===== src/rtl/ih_pkg.sv =====
package ih_pkg;
  localparam int unsigned DATA_W   = 32;
  // byte addresses of the three registers
  localparam int unsigned OFF_MEN  = 32'h1C;
  localparam int unsigned OFF_STS  = 32'h20;
  localparam int unsigned OFF_ENA  = 32'h28;
  // master enable bit inside its word
  localparam int unsigned MEN_BIT  = 31;
  // status bit positions decoded by software
  localparam int unsigned B_RX_NE   = 8;
  localparam int unsigned B_RX_FULL = 4;
  localparam int unsigned B_RX_OVR  = 5;
  localparam int unsigned B_TX_EMP  = 2;
  localparam int unsigned B_TX_UND  = 3;
  localparam int unsigned B_TX_HALF = 6;

  typedef enum logic [1:0] {
    SEL_NONE = 2'd0,
    SEL_MEN  = 2'd1,
    SEL_STS  = 2'd2,
    SEL_ENA  = 2'd3
  } rd_sel_e;
endpackage


===== src/rtl/ih_bus_dec.sv =====
module ih_bus_dec
  import ih_pkg::*;
#(
  parameter int unsigned ADDR_W = 7
) (
  input  logic              wr_i,
  input  logic              rd_i,
  input  logic [ADDR_W-1:0] addr_i,
  output logic              wr_men_o,
  output logic              wr_sts_o,
  output logic              wr_ena_o,
  output logic              acc_o,
  output rd_sel_e           sel_o
);
  logic hit_men, hit_sts, hit_ena;

  assign hit_men = (addr_i == ADDR_W'(OFF_MEN));
  assign hit_sts = (addr_i == ADDR_W'(OFF_STS));
  assign hit_ena = (addr_i == ADDR_W'(OFF_ENA));

  assign wr_men_o = wr_i & hit_men;
  assign wr_sts_o = wr_i & hit_sts;
  assign wr_ena_o = wr_i & hit_ena;
  assign acc_o    = wr_i | rd_i;

  always_comb begin
    if (hit_men)      sel_o = SEL_MEN;
    else if (hit_sts) sel_o = SEL_STS;
    else if (hit_ena) sel_o = SEL_ENA;
    else              sel_o = SEL_NONE;
  end
endmodule


===== src/rtl/ih_status.sv =====
module ih_status
  import ih_pkg::*;
#(
  parameter int unsigned DW = DATA_W
) (
  input  logic          clk,
  input  logic          rst,
  input  logic          soft_rst_i,
  input  logic          wr_sts_i,
  input  logic          acc_i,
  input  logic [DW-1:0] wdata_i,
  input  logic [DW-1:0] evt_i,
  input  logic          lvl_ne_i,
  input  logic          lvl_full_i,
  output logic [DW-1:0] sts_o
);
  logic [DW-1:0] sts_q, sts_d, lvl_mask;

  always_comb begin
    lvl_mask = '0;
    lvl_mask[B_RX_NE]   = acc_i & lvl_ne_i;
    lvl_mask[B_RX_FULL] = acc_i & lvl_full_i;
  end

  for (genvar i = 0; i < DW; i++) begin : g_bit
    logic tog;
    assign tog      = sts_q[i] ^ (wr_sts_i & wdata_i[i]);
    assign sts_d[i] = tog | evt_i[i] | lvl_mask[i];
  end

  always_ff @(posedge clk) begin
    if (rst || soft_rst_i) sts_q <= '0;
    else                   sts_q <= sts_d;
  end

  assign sts_o = sts_q;

  // an event bit is set after the edge
  p_evt_set_r6: assert property (@(posedge clk) disable iff (rst)
    ((evt_i != '0) && !soft_rst_i) |=> ((sts_q & $past(evt_i)) == $past(evt_i)));
  // rx-not-empty level reasserts on access
  p_lvl_ne_r7: assert property (@(posedge clk) disable iff (rst)
    (acc_i && lvl_ne_i && !soft_rst_i) |=> sts_q[B_RX_NE]);
  p_lvl_full_r7: assert property (@(posedge clk) disable iff (rst)
    (acc_i && lvl_full_i && !soft_rst_i) |=> sts_q[B_RX_FULL]);
  // quiet cycle keeps status
  p_hold_r10: assert property (@(posedge clk) disable iff (rst)
    (!acc_i && !wr_sts_i && (evt_i == '0) && !soft_rst_i) |=> $stable(sts_q));
endmodule


===== src/rtl/ih_cfg.sv =====
module ih_cfg
  import ih_pkg::*;
#(
  parameter int unsigned DW = DATA_W
) (
  input  logic          clk,
  input  logic          rst,
  input  logic          soft_rst_i,
  input  logic          wr_men_i,
  input  logic          wr_ena_i,
  input  logic [DW-1:0] wdata_i,
  output logic          men_o,
  output logic [DW-1:0] ena_o
);
  logic          men_q;
  logic [DW-1:0] ena_q;

  always_ff @(posedge clk) begin
    if (rst || soft_rst_i) begin
      men_q <= 1'b0;
      ena_q <= '0;
    end else begin
      if (wr_men_i) men_q <= wdata_i[MEN_BIT];
      if (wr_ena_i) ena_q <= wdata_i;
    end
  end

  assign men_o = men_q;
  assign ena_o = ena_q;

  // soft reset empties configuration
  p_soft_cfg_r8: assert property (@(posedge clk) disable iff (rst)
    soft_rst_i |=> (!men_q && (ena_q == '0)));
endmodule


===== src/rtl/ih_gate.sv =====
module ih_gate
  import ih_pkg::*;
#(
  parameter int unsigned DW = DATA_W
) (
  input  logic          clk,
  input  logic          rst,
  input  logic [DW-1:0] sts_i,
  input  logic [DW-1:0] ena_i,
  input  logic          men_i,
  output logic          irq_o
);
  logic irq_q;

  always_ff @(posedge clk) begin
    if (rst) irq_q <= 1'b0;
    else     irq_q <= men_i & (|(sts_i & ena_i));
  end

  assign irq_o = irq_q;

  // master enable off forces the line low next cycle
  p_men_off_r2: assert property (@(posedge clk) disable iff (rst)
    !men_i |=> !irq_q);
  // nothing pending and enabled gives a low line next cycle
  p_none_pend_r3: assert property (@(posedge clk) disable iff (rst)
    ((sts_i & ena_i) == '0) |=> !irq_q);
  p_pend_r3: assert property (@(posedge clk) disable iff (rst)
    (men_i && ((sts_i & ena_i) != '0)) |=> irq_q);
endmodule


===== src/rtl/ih_irq_hub.sv =====
module ih_irq_hub
  import ih_pkg::*;
#(
  parameter int unsigned ADDR_W = 7
) (
  input  logic              clk,
  input  logic              rst,
  input  logic              soft_rst_i,
  input  logic              bus_wr_i,
  input  logic              bus_rd_i,
  input  logic [ADDR_W-1:0] bus_addr_i,
  input  logic [31:0]       bus_wdata_i,
  output logic [31:0]       bus_rdata_o,
  input  logic [31:0]       evt_pulse_i,
  input  logic              rx_nonempty_i,
  input  logic              rx_full_i,
  output logic              irq_o
);
  localparam int unsigned DW = DATA_W;

  logic          wr_men, wr_sts, wr_ena, acc, men;
  rd_sel_e       sel;
  logic [DW-1:0] sts, ena, rd_mux, men_word;

  ih_bus_dec #(.ADDR_W(ADDR_W)) u_dec (
    .wr_i(bus_wr_i), .rd_i(bus_rd_i), .addr_i(bus_addr_i),
    .wr_men_o(wr_men), .wr_sts_o(wr_sts), .wr_ena_o(wr_ena),
    .acc_o(acc), .sel_o(sel)
  );

  ih_status #(.DW(DW)) u_sts (
    .clk(clk), .rst(rst), .soft_rst_i(soft_rst_i),
    .wr_sts_i(wr_sts), .acc_i(acc), .wdata_i(bus_wdata_i),
    .evt_i(evt_pulse_i), .lvl_ne_i(rx_nonempty_i), .lvl_full_i(rx_full_i),
    .sts_o(sts)
  );

  ih_cfg #(.DW(DW)) u_cfg (
    .clk(clk), .rst(rst), .soft_rst_i(soft_rst_i),
    .wr_men_i(wr_men), .wr_ena_i(wr_ena), .wdata_i(bus_wdata_i),
    .men_o(men), .ena_o(ena)
  );

  ih_gate #(.DW(DW)) u_gate (
    .clk(clk), .rst(rst), .sts_i(sts), .ena_i(ena), .men_i(men),
    .irq_o(irq_o)
  );

  always_comb begin
    men_word = '0;
    men_word[MEN_BIT] = men;
    case (sel)
      SEL_MEN: rd_mux = men_word;
      SEL_STS: rd_mux = sts;
      SEL_ENA: rd_mux = ena;
      default: rd_mux = '0;
    endcase
  end

  always_ff @(posedge clk) begin
    if (rst)           bus_rdata_o <= '0;
    else if (bus_rd_i) bus_rdata_o <= rd_mux;
  end

  // soft reset empties the status register
  p_soft_sts_r8: assert property (@(posedge clk) disable iff (rst)
    soft_rst_i |=> (sts == '0));
  // an unmapped read returns zero
  p_unmapped_r9: assert property (@(posedge clk) disable iff (rst)
    (bus_rd_i && (sel == SEL_NONE)) |=> (bus_rdata_o == '0));
endmodule


===== config.mk =====
export PLATFORM = sky130hd
export DESIGN_NAME = ih_irq_hub
export DESIGN_NICKNAME = d
export VERILOG_FILES = /design/src/rtl/ih_pkg.sv /design/src/rtl/ih_bus_dec.sv /design/src/rtl/ih_status.sv /design/src/rtl/ih_cfg.sv /design/src/rtl/ih_gate.sv /design/src/rtl/ih_irq_hub.sv
export SDC_FILE = /design/constraint.sdc
export NUM_CORES = 1
export LEC_CHECK = 0
export ABC_AREA = 1
export BUFFER_PORTS_ARGS = -buffer_cell sky130_fd_sc_hd__buf_2
export CAP_MARGIN = 20
export CORE_ASPECT_RATIO = 0.9
export CORE_UTILIZATION = 55
export CTS_BUF_LIST = sky130_fd_sc_hd__clkbuf_2
export CTS_CLUSTER_SIZE = 12
export DETAILED_ROUTE_END_ITERATION = 8
export GPL_TIMING_DRIVEN = 1
export PLACE_DENSITY = 0.81
export SLEW_MARGIN = 40
export SYNTH_ARGS = -nofsm -noshare
export SYNTH_HDL_FRONTEND = slang
export SYNTH_SLANG_ARGS = --single-unit

===== constraint.sdc =====
create_clock -name clk -period 3.9 [get_ports clk]
set_clock_uncertainty 0.1 [all_clocks]
set_input_delay 0.585 -clock clk [delete_from_list [all_inputs] [get_ports clk]]
set_output_delay 0.585 -clock clk [all_outputs]
set_load 0.01 [all_outputs]

### Word level (Yosys, flattened, before mapping)

Cells that the tools add are included.

| word-level totals | value |
|---|---|
| bits in registers | 98 |
| input bits | 78 |
| output and inout port bits | 33 |
| word-level logic and storage cells | 123 |

| operators by class | value |
|---|---|
| equality and inequality tests | 6 |
| multiplexer cells | 4 |
| bitwise gates (word level) | 106 |
| reductions and logical operators | 2 |

Operators by type and width:

| cell | number |
|---|---|
| $pmux 32 s3 | 1 |
| $and 1x1->1 | 38 |
| $or 1x1->1 | 35 |
| $and 32x32->32 | 1 |
| $reduce_or 32->1 | 1 |
| $xor 1x1->1 | 32 |
| $eq 7x6->1 const B | 2 |
| $eq 7x5->1 const B | 1 |
| $mux 2 | 3 |
| $eq 2x2->1 const B | 2 |
| $eq 2x1->1 const B | 1 |
| $logic_or 1x1->1 | 1 |

### Logic depth before layout (Yosys ltp)

Gate-level depths: netlist (run 1).

| depth | value |
|---|---|
| depth after elaboration | 6 |
| gate-level depth with buffers | 9 |
| depth with buffers taken out | 8 |

### Hierarchy

From an unflattened synthesis (run 1), not the netlist that was laid out.

| second synthesis, totals | value |
|---|---|
| cells, all modules | 847 |
| area total of the unflattened synthesis | 5161.2 um^2 |

By module, submodules not included:

| module | times used | cells an instance | area an instance (um^2) | sequential area each (um^2) |
|---|---|---|---|---|
| ih_status | 1 | 269 | 1744.2 | 640.6 |
| ih_irq_hub | 1 | 278 | 1637.8 | 640.6 |
| ih_cfg | 1 | 208 | 1377.6 | 660.6 |
| ih_gate | 1 | 66 | 265.3 | 20.0 |
| ih_bus_dec | 1 | 26 | 136.4 | 0.0 |

### Least setup slack after synthesis (run 1)

OpenSTA, ideal clock, no wires.

| timing | value |
|---|---|
| path kind | input port to flip-flop |
| start | in bus_addr_i[0] |
| end | reg u_cfg.ena_q[10] (netlist: u_cfg.ena_o[10]) |
| library setup time | 0.132 ns |
| arrival time | 1.526 ns |
| data required time | 3.668 ns |
| setup slack | 2.141 ns |
| cell stages on the path | 7 |
| buffers on the path | 1 |
| path through | inv_1 nand2_2 nor3_4 nand2_4 buf_6 nand2_1 a21oi_1 |

| on the way | value |
|---|---|
| cells in the longest elaborated chain, start to end | 2 |

RTL lines:

| what | line | RTL |
|---|---|---|
| start: declaration | ih_irq_hub.sv:11 | `input logic [ADDR_W-1:0] bus_addr_i,` |
| $eq 7x6->1 | ih_bus_dec.sv:19 | `assign hit_ena = (addr_i == ADDR_W'(OFF_ENA));` |
| $and 1x1->1 | ih_bus_dec.sv:23 | `assign wr_ena_o = wr_i & hit_ena;` |
| end signal: assignment | ih_cfg.sv:24 | `if (wr_ena_i) ena_q <= wdata_i;` |
| end: declaration | ih_cfg.sv:16 | `logic [DW-1:0] ena_q;` |

No other way between the ends.
A chain may end at the register's enable or synchronous reset.

### Worst setup path after layout (run 1)

| timing | value |
|---|---|
| start | in bus_addr_i[4] |
| end | reg u_cfg.ena_q[8] (netlist: u_cfg.ena_o[8]) |

The elaborated chain is that of the path after synthesis.

==> metrics.cfg, run 1 <==
[sta]
fmax_mhz = 544.4
grt_setup_unrepaired = false
setup_violations = 0
fin_tns_setup_ns = 0
whs_ns = 0.1804
slew_viol_final = 0
slew_headroom_pct = 49.50
period_share_pct = 47.10
timing.final.crit_period_ns = 1.837
final-hold-violation-count = 0
tightest_slew_ns = 0.7551

[route]
drc = 0
wl_per_cell_um = 12.32
wl_um = 12470
vias = 5156
first_pass_iters = 5
drt_iter0_drc = 249
drtAntennaViolNets = 0
viasPerCell = 5.095

[layout]
antennaDiodeCount = 0
drive_above_1_share_pct = 16.01
fin_nets = 966
fill_cells = 829
multiInputGateArea_sq_mm = 0.002325
seq_area_sq_mm = 0.001962
syn_to_final_growth_pct = 12.82

[die]
placement_rows = 32
pin_count = 111
coreArea_sq_mm = 0.008728
fp.dieW_um = 103.0
initial_core_util_pct = 57.90
die_h_um = 92.94
dieArea_sq_mm = 0.009576

[synth]
synth.distinct_cells = 21
syn_nets = 885
yosysWarnings = 0
syn_area_sq_mm = 0.005054
async_flop_share_pct = 0
yosysTopAreaCellShare_pct = 38.82
ys.flop_type = dfxtp_1
ys_top_cells_by_area = dfxtp_1 (39%), nand2_1 (18%), inv_1 (10%)
synth_edf_count = 0
synth_seq_cells = 98
synth_area_leader_cell = dfxtp_1
syn_inst = 807
seq_area_frac_synth_pct = 38.82
avgSynthCellArea_sq_um = 6.262

[power]
cellPowerDensity_mw_per_mm2 = 321.7
power_leakage_nw = 2.952
ir_drop_v = 0.0002047

[clock_network]
path_clk_slew_ns = 0.26
cts_root_buffer = clkbuf_2
post_cts_buffers = 0
cts_resized = 0
cts_tree = yes
cts_buffers = 9
clkLatencyLatePin_ns = 0.55
clockBufferDepth = 2
cts.sinks = 98
cts_hold_buf = 0
htreeDepth = 3

[global_routing]
grt_max_degree = 70
antenna_found_initial = 0
overflow = 0
grt_pass1_wl_um = 20350
grt_pass1_vias = 4489
globalRouteTotalUtil_pct = 26.87

[critical_path]
cp.arrival_ns = 2.22
start_kind = input port
cp_top_family = simple AND/OR/NAND/NOR gates
path_cells = buf_2, inv_1, nand3_2, nor3_4, buf_4, nand3_1, a21oi_1
critical_path_buf_inv_count = 3
crit_slowest_cell = nor3_4
worstPathRequired_ns = 4.29
worst-setup-path-type = in2reg
cp_max_fo = 27
crit_path_end_kind = flip-flop
slowest_delay_ns = 0.61

[placed_design]
dpl.hpwl_um = 8249
io_buffer_count = 110
gp_congestion = 0.8355

[outcome]
status = complete, no violations

[hold_path]
hp-class = in2reg

[run]
drv_cap = 0

[worst reg2reg max path, cell delays in order (launching register included)]
cell,delay (ns)
dfxtp_1,0.39
nand2_1,0.08
nand2_1,0.06
nor2_1,0.13
nand4_1,0.11
nor2_1,0.19
a21oi_1,0.08
[registers in the layout (all words and copies together) (netlist names)]
| name | flops |
|---|---|
| u_gate.irq_o | 1 |
| u_sts.sts_o | 32 |
| u_cfg.men_o | 1 |
| u_cfg.ena_o | 32 |
| bus_rdata_o | 32 |
[power by group]
| group | switching, W | total (W) | internal [W] |
|---|---|---|---|
| clock | 0.000330 | 0.000545 | 0.000215 |
| sequential | 0.0000260 | 0.00106 | 0.00104 |
| combinational | 0.000142 | 0.000227 | 0.0000852 |
| total | 0.000498 | 0.00183 | 0.00134 |
[placed cells by master (no fill, tap or decap), drive strengths merged]
master,instances
nand3,101
nand2,242
nand4,36
o21ai,1
or2,2
bufinv,2
nor3,2
buf,117
clkinvlp,2
inv,135
a21oi,68
nor2,75
clkinv,1
clkbuf,11
dfxtp,98
[Yosys cell counts, types with 2 or more instances]
master	n
a21oi_1	68
dfxtp_1	98
nor2_1	74
inv_1	134
nand3_1	100
buf_4	2
clkbuf_1	17
buf_1	6
or2_2	2
buf_2	13
nand2_1	240
buf_6	9
nand4_1	36
[final cells by class]
cell class	instances	area share, %
inverter	135	8.887
sequential	98	34.41
clock buffer	11	0.9655
clock inverter	5	1.382
multi-input combinational	527	40.77
tap	119	2.611
timing repair buffer	117	10.97
[logic make-up (layout without fill, tap and decap cells)]
group | Yosys count | count (layout) | share of synthesized area (%)
AO/OA/AOI/OAI | 69 | 69 | 6.833
buffers and inverters | 182 | 268 | 15.33
flip-flops | 98 | 98 | 38.82
AND/OR/NAND/NOR | 458 | 458 | 39.02
[metrics by stage]
| step | power, W | worst slack (ns) | instances | instance area, sq um | util (%) |
|---|---|---|---|---|---|
| floorplan | 0.001208 | 2.141 | 807 | 5054 | - |
| global placement | 0.001298 | 1.298 | 995 | 5550 | 63.59 |
| detailed placement | 0.001306 | 1.384 | 995 | 5553 | 63.62 |
| CTS | 0.001846 | 2.016 | 1011 | 5687 | 65.15 |
| global route | 0.001915 | 1.916 | 1012 | 5702 | 65.32 |
| finish | 0.001834 | 2.063 | 1012 | 5702 | 65.32 |
[path summary, 6_finish.rpt]
check / startpoint / to / slack [ns] / cells after the start
setup / recovery: bus_addr_i[4] / u_cfg.ena_o[8] / 2.06 / 7
hold / removal: evt_pulse_i[25] / u_sts.sts_o[25] / 0.18 / 5
setup reg to reg: u_sts.sts_o[0] / u_gate.irq_o / 2.70 / 6
hold reg to reg: u_cfg.ena_o[12] / u_cfg.ena_o[12] / 0.39 / 2
[per-layer routing]
metal  share of wire, %  global-route usage (%)  routed length (um)
met2                 47                   44.89                5844
met3                5.6                   5.208                 694
met4                1.4                   9.155                 177
met5                  0                       0                   0
met1                 46                   34.35                5754
No activity file was read; power rests on OpenSTA's default activity.
==> run 2, diff against run 1 <==
==> constraint.sdc (replaced) <==
create_clock -name clk -period 1.8 [get_ports clk]
set_clock_uncertainty 0.1 [all_clocks]
set_input_delay 0.27 -clock clk [delete_from_list [all_inputs] [get_ports clk]]
set_output_delay 0.27 -clock clk [all_outputs]
set_load 0.01 [all_outputs]
==> run 2 against run 1 <==
  * First-iteration DRC count grew 27%
  * Core utilization grew 10 points
  * Global-route usage grew 5.8 points
  * Via count grew 10%
  * Total power grew 120%
  * Non-clock buffer count grew 91
  * Worst setup slack lost 2.0 ns
  * Critical endpoint is now u_cfg.men_o
==> metrics.cfg, run 2 (synthesized netlist as in run 1, its figures left out) <==
[layout]
antennaDiodeCount = 0  ; unchanged
multiInputGateArea_sq_mm = 0.002325  ; unchanged
syn_to_final_growth_pct = 30.60
final_cell_mix = nand2_1 (240), inv_1 (134), buf_2 (110)
drive_above_1_share_pct = 15.14  ; -0.87 points
final_common_cell = nand2_1
fill_cells = 708  ; -15%
final_util_pct = 75.62  ; +10 points
seq_area_sq_mm = 0.001962  ; unchanged
final_cell_area_sq_mm = 0.006600  ; +16%
fin_nets = 1057  ; +9.4%

[clock_network]
clkLatencyLatePin_ns = 0.59  ; +0.04 ns
cts.sinks = 98  ; unchanged
htreeDepth = 3  ; unchanged
path_clk_slew_ns = 0.25  ; about the same
cts_tree = yes
cts_buffers = 9  ; unchanged
clockBufferDepth = 2  ; unchanged
post_cts_buffers = 0  ; unchanged
cts_root_buffer = clkbuf_2

[global_routing]
overflow = 0  ; unchanged
grt_pass1_wl_um = 24520  ; +20%
grt_max_degree = 73  ; +4.3%
antenna_found_initial = 0  ; unchanged
globalRouteTotalUtil_pct = 32.66  ; +5.8 points
grt_pass1_vias = 5513  ; +23%

[die]
placement_rows = 32  ; unchanged
pin_count = 111  ; unchanged
fp.dieW_um = 103.0  ; unchanged
initial_core_util_pct = 57.90  ; unchanged
coreArea_sq_mm = 0.008728  ; unchanged
dieArea_sq_mm = 0.009576  ; unchanged
die_h_um = 92.94  ; unchanged

[sta]
timing.final.crit_period_ns = 1.736
final-hold-violation-count = 0  ; unchanged
tightest_slew_ns = 0.5596  ; -0.1954 ns
slew_viol_final = 0  ; unchanged
slew_headroom_pct = 62.65  ; +13 points
finalWorstSetupSlack_ns = 0.06411  ; -1.999 ns
period_share_pct = 96.44
grt_setup_unrepaired = false
fmax_mhz = 576.1
fin_tns_setup_ns = 0  ; unchanged
setup_violations = 0  ; unchanged

[placed_design]
dpl.hpwl_um = 8764  ; +6.2%
placed_cell_area_sq_mm = 0.005655  ; +1.8%
place_ws_ns = 0.1556  ; -1.228 ns
io_buffer_count = 110  ; unchanged
gp_congestion = 0.8708  ; +4.2%

[critical_path]
cp_max_fo = 3  ; -89%
start_kind = input port
worstPathRequired_ns = 2.21  ; -2.08 ns
crit_path_end_kind = flip-flop
worst-setup-path-type = in2reg
cp.arrival_ns = 2.14  ; -0.08 ns

[route]
first_pass_iters = 7  ; +2
wl_um = 14430  ; +16%
drc = 0  ; unchanged
vias = 5689  ; +10%
drt_iter0_drc = 315  ; +27%
viasPerCell = 5.158  ; +1.2%
drtAntennaViolNets = 0  ; unchanged
wl_per_cell_um = 13.08  ; +6.2%

[power]
power_leakage_nw = 3.338  ; +13%
ir_drop_v = 0.0004150  ; +100%
cellPowerDensity_mw_per_mm2 = 615.3  ; +91%

[run]
drv_cap = 0  ; unchanged

[hold_path]
hp-class = in2reg

[outcome]
status = complete, no violations

==> run 2: cell count changes in the layout (fill, tap and decap cells not counted), sizes merged <==
| cell | delta |
|---|---|
| dlygate4sd3 | +83 |
| clkinv | +3 |
| clkinvlp | -1 |
| clkbuf | -2 |
| buf | +8 |
| inv | +1 |
| bufinv | -1 |
==> run 2: repair_timing <==
| item | CTS | global route |
|---|---|---|
| hold buffers | 83 | 0 |
| gates resized for setup | 0 | 0 |
| endpoints found under the hold margin | 65 | 0 |
==> run 2: where the power goes <==
part,internal (W),switching [W]
clock,0.000319,0.000767
sequential,0.00225,0.0000552
combinational,0.000323,0.000351
total,0.00289,0.00117
==> run 2: cell type report <==
cell class / instances / area share (%)
timing repair buffer: 208 / 23.39
clock buffer: 9 / 0.6825
clock inverter: 7 / 1.043
sequential: 98 / 29.73
tap: 119 / 2.256
inverter: 135 / 7.678
multi-input combinational: 527 / 35.22
==> run 2: per-stage QoR <==
stage	hold WS, ns	power [W]	cells
finish	0.04711	0.004061	1103
global route	0.02475	0.004256	1103
CTS	0.02376	0.004061	1103
detailed placement	0.3679	0.002851	1004
global placement	0.3477	0.002833	1004
floorplan	0.3344	0.002618	807
==> run 2: metal layers <==
metal / global-route usage [%] / part of all wire, % / up-vias
li1: - / - / 2844
met1: 38.09 / 40 / 2541
met2: 55.33 / 49 / 251
met3: 8.528 / 7.6 / 53
met4: 15.14 / 3.7 / 0
met5: 0 / 0 / -
==> run 2: worst max-delay path, cell delays in order <==
cell and delay, ns:
buf_2 0.12, dlygate4sd3_1 0.56, nor2_1 0.23, dlygate4sd3_1 0.63
nand3_1 0.10, o21ai_0 0.17, a21oi_1 0.06
==> run 2: path summary, 6_finish.rpt <==
| check | to | depth (start not counted) | slack [ns] | startpoint |
|---|---|---|---|---|
| max | u_cfg.men_o | 7 | 0.06 | bus_addr_i[5] |
| min | bus_rdata_o[31] | 3 | 0.05 | rst |
| max reg2reg | u_sts.sts_o[28] | 6 | 0.30 | u_sts.sts_o[28] |
| min reg2reg | u_cfg.ena_o[19] | 2 | 0.39 | u_cfg.ena_o[19] |
==> run 3, diff against run 2 <==
--- a/config.mk
+++ b/config.mk
@@ -9,12 +9,11 @@
 export BUFFER_PORTS_ARGS = -buffer_cell sky130_fd_sc_hd__buf_2
 export CAP_MARGIN = 20
 export CORE_ASPECT_RATIO = 0.9
-export CORE_UTILIZATION = 55
+export CORE_UTILIZATION = 28
 export CTS_BUF_LIST = sky130_fd_sc_hd__clkbuf_2
 export CTS_CLUSTER_SIZE = 12
 export DETAILED_ROUTE_END_ITERATION = 8
 export GPL_TIMING_DRIVEN = 1
-export PLACE_DENSITY = 0.81
 export SLEW_MARGIN = 40
 export SYNTH_ARGS = -nofsm -noshare
 export SYNTH_HDL_FRONTEND = slang
==> run 3 against run 2 <==
  * The flow now finishes with violations (negative setup slack)
  * Critical path depth grew 1
  * Non-clock buffer count grew 28
  * Hold slack gained 0.063 ns
  * Clock power grew 9%
  * Sequential share of layout area shrank 2.0 points
  * Worst setup slack lost 0.12 ns
  * Critical path type unchanged
  * Critical endpoint is now u_sts.sts_o[4]
  * Largest cell class unchanged
  * Largest power group unchanged
==> metrics.cfg, run 3 (synthesized netlist as in run 1, its figures left out) <==
[outcome]
status = complete, but fails checks
violations = negative setup slack

[placed_design]
place_ws_ns = 0.1406  ; -0.01509 ns
dp_cells = 1126  ; +12%
io_buffer_count = 110  ; unchanged
gp_congestion = 0.7530  ; -14%
dpl.hpwl_um = 9836  ; +12%

[route]
drt_iter0_drc = 387  ; +23%
drc = 0  ; unchanged
wl_um = 14970  ; +3.7%
first_pass_iters = 5  ; -2
wl_per_cell_um = 11.95  ; -8.6%
drtAntennaViolNets = 0  ; unchanged
vias = 5528  ; -2.8%
viasPerCell = 4.415  ; -14%

[critical_path]
worstPathRequired_ns = 2.26  ; +0.05 ns
crit_slowest_cell = dlygate4sd3_1
cp.arrival_ns = 2.32  ; +0.18 ns
rrSetupSlack_ns = 0.32  ; +0.02 ns
reg2reg_depth = 6  ; unchanged
critical_path_buf_inv_count = 5  ; +2
path_cells = dlygate4sd3_1, buf_2, a21oi_1, dlygate4sd3_1, nand3_1, nand2_1, dlygate4sd3_1, inv_1
cp_common_cell = dlygate4sd3_1
crit_path_end_kind = flip-flop
cp_max_fo = 1  ; -2
worst-setup-path-type = in2reg
r2r-start = u_sts.sts_o[30]
slowest_delay_ns = 0.57  ; -0.06 ns
start_kind = input port
cp_top_family = buffers and inverters
r2r-end = u_sts.sts_o[30]

[clock_network]
cts_resized = 0  ; unchanged
post_cts_buffers = 0  ; unchanged
cts_tree = yes
cts_root_buffer = clkbuf_2
cts.sinks = 98  ; unchanged
path_clk_slew_ns = 0.27  ; +0.02 ns
htreeDepth = 3  ; unchanged
clkLatencyLatePin_ns = 0.61  ; +0.02 ns
cts_buffers = 9  ; unchanged
clockBufferDepth = 2  ; unchanged

[layout]
final_common_cell = nand2_1
final_cells = 1252  ; +14%
fin_nets = 1085  ; +2.6%
final_util_pct = 39.99  ; -36 points
final_cell_mix = nand2_1 (240), inv_1 (134), dlygate4sd3_1 (110)
syn_to_final_growth_pct = 39.81
drive_above_1_share_pct = 14.74  ; -0.40 points

[die]
initial_core_util_pct = 28.60  ; -29 points
die_h_um = 129.5  ; +39%
fp.dieW_um = 143.6  ; +39%
pin_count = 111  ; unchanged
coreArea_sq_mm = 0.01767  ; +100%
dieArea_sq_mm = 0.01859  ; +94%
placement_rows = 46  ; +44%

[global_routing]
grt_max_degree = 50  ; -32%
grt_pass1_wl_um = 24170  ; -1.4%
overflow = 0  ; unchanged
grt_pass1_vias = 4998  ; -9.3%
globalRouteTotalUtil_pct = 16.58  ; -16 points
antenna_found_initial = 1  ; +1

[hold_path]
hp-start = bus_wr_i
hp-class = in2reg
hold_depth = 5  ; +2
whs_endpoint = u_sts.sts_o[1]

[sta]
period_share_pct = 103.3  ; +6.8 points
timing.final.crit_period_ns = 1.859  ; +0.1231 ns
fin_tns_setup_ns = -0.05902  ; -0.05902 ns
grt_setup_unrepaired = false
fmax_mhz = 537.9  ; -6.6%
slew_headroom_pct = 75.33  ; +13 points
setup_violations = 1  ; +1
finalWorstSetupSlack_ns = -0.05902  ; -0.1231 ns
slew_viol_final = 0  ; unchanged
tightest_slew_ns = 0.3697  ; -0.1899 ns
final-hold-violation-count = 0  ; unchanged

[power]
comb_power_share_pct = 16.4  ; -0.2 points
seq_power_share_pct = 55.0  ; -1.7 points
cellPowerDensity_mw_per_mm2 = 591.9  ; -3.8%
power_leakage_nw = 3.447  ; +3.3%
p_clk_share_pct = 28.6  ; +1.9 points
ir_drop_v = 0.0002764  ; -33%
p_switching_w = 0.001152  ; -1.8%
power.internal_w = 0.003030  ; +4.9%
p_total_w = 0.004182  ; +3.0%
p_sw_share_pct = 27.54  ; -1.3 points

[run]
drv_cap = 0  ; unchanged

## run 3: changes by cell type in the layout (fill, tap and decap cells not counted)
| cell | before | now |
|---|---|---|
| bufinv_16 | 1 | 2 |
| buf_12 | 4 | 5 |
| buf_4 | 11 | 12 |
| clkinvlp_4 | 1 | 0 |
| buf_2 | 110 | 109 |
| dlygate4sd3_1 | 83 | 110 |
| nor2_2 | 1 | 0 |
| diode_2 | 0 | 1 |
| inv_6 | 1 | 0 |
| nor2_4 | 1 | 2 |
## run 3: power groups by stage
stage	combinational, W	clock (W)	sequential (W)
2_1_floorplan	0.000273	0	0.00234
3_3_place_gp	0.000520	0	0.00234
3_5_place_dp	0.000525	0	0.00234
4_1_cts	0.000689	0.00126	0.00230
5_1_grt	0.000771	0.00133	0.00231
6_report	0.000687	0.00119	0.00230
## run 3: cell type report
| type | count | area, sq um |
|---|---|---|
| Clock inverter | 6 | 82.58 |
| Sequential cell | 98 | 1962 |
| Fill cell | 1923 | 10600 |
| Inverter | 135 | 506.7 |
| Tap cell | 240 | 300.3 |
| Multi-Input combinational cell | 527 | 2330 |
| Clock buffer | 9 | 45.04 |
| Timing Repair Buffer | 236 | 1837 |
| Antenna cell | 1 | 2.502 |
## run 3: per-stage QoR
| step | instance area (sq um) | hold slack, ns |
|---|---|---|
| after global routing | 7066 | 0.06062 |
| after floorplan | 5054 | 0.3344 |
| after global placement | 5834 | 0.3638 |
| after detailed placement | 5834 | 0.3641 |
| final | 7066 | 0.1096 |
| after CTS | 7073 | 0.04093 |
## run 3: routing by layer
metal | GRT usage [%] | wire (um) | up-vias
li1 | - | - | 2902
met5 | 0 | 0 | -
met3 | 3.695 | 751 | 16
met2 | 27.07 | 6868 | 135
met1 | 21.78 | 7153 | 2475
met4 | 5.006 | 193 | 0
## run 3: repair_timing
item | CTS | global route
hold buffers | 111 | 0
endpoints found under the hold margin | 68 | 0
endpoints found under the setup margin | 0 | 1
## run 3: tightest hold or removal path: cells and delay by family
| kind | cells | cell delay, ns |
|---|---|---|
| and+or+nand+nor | 3 | 0.27 |
| buffers and inverters | 2 | 0.25 |
## run 3: how the worst max path moves through the flow
stage | from | to | slack (ns) | cells past startpoint
after floorplan | bus_addr_i[0] | u_cfg.ena_o[10] | 0.36 | 7
after global placement | bus_addr_i[4] | u_cfg.ena_o[6] | 0.18 | 7
after detailed placement | bus_addr_i[4] | u_cfg.ena_o[25] | 0.14 | 7
after CTS | evt_pulse_i[8] | u_sts.sts_o[8] | 0.03 | 8
after global routing | evt_pulse_i[4] | u_sts.sts_o[4] | 0.01 | 8
final | evt_pulse_i[4] | u_sts.sts_o[4] | -0.06 | 8
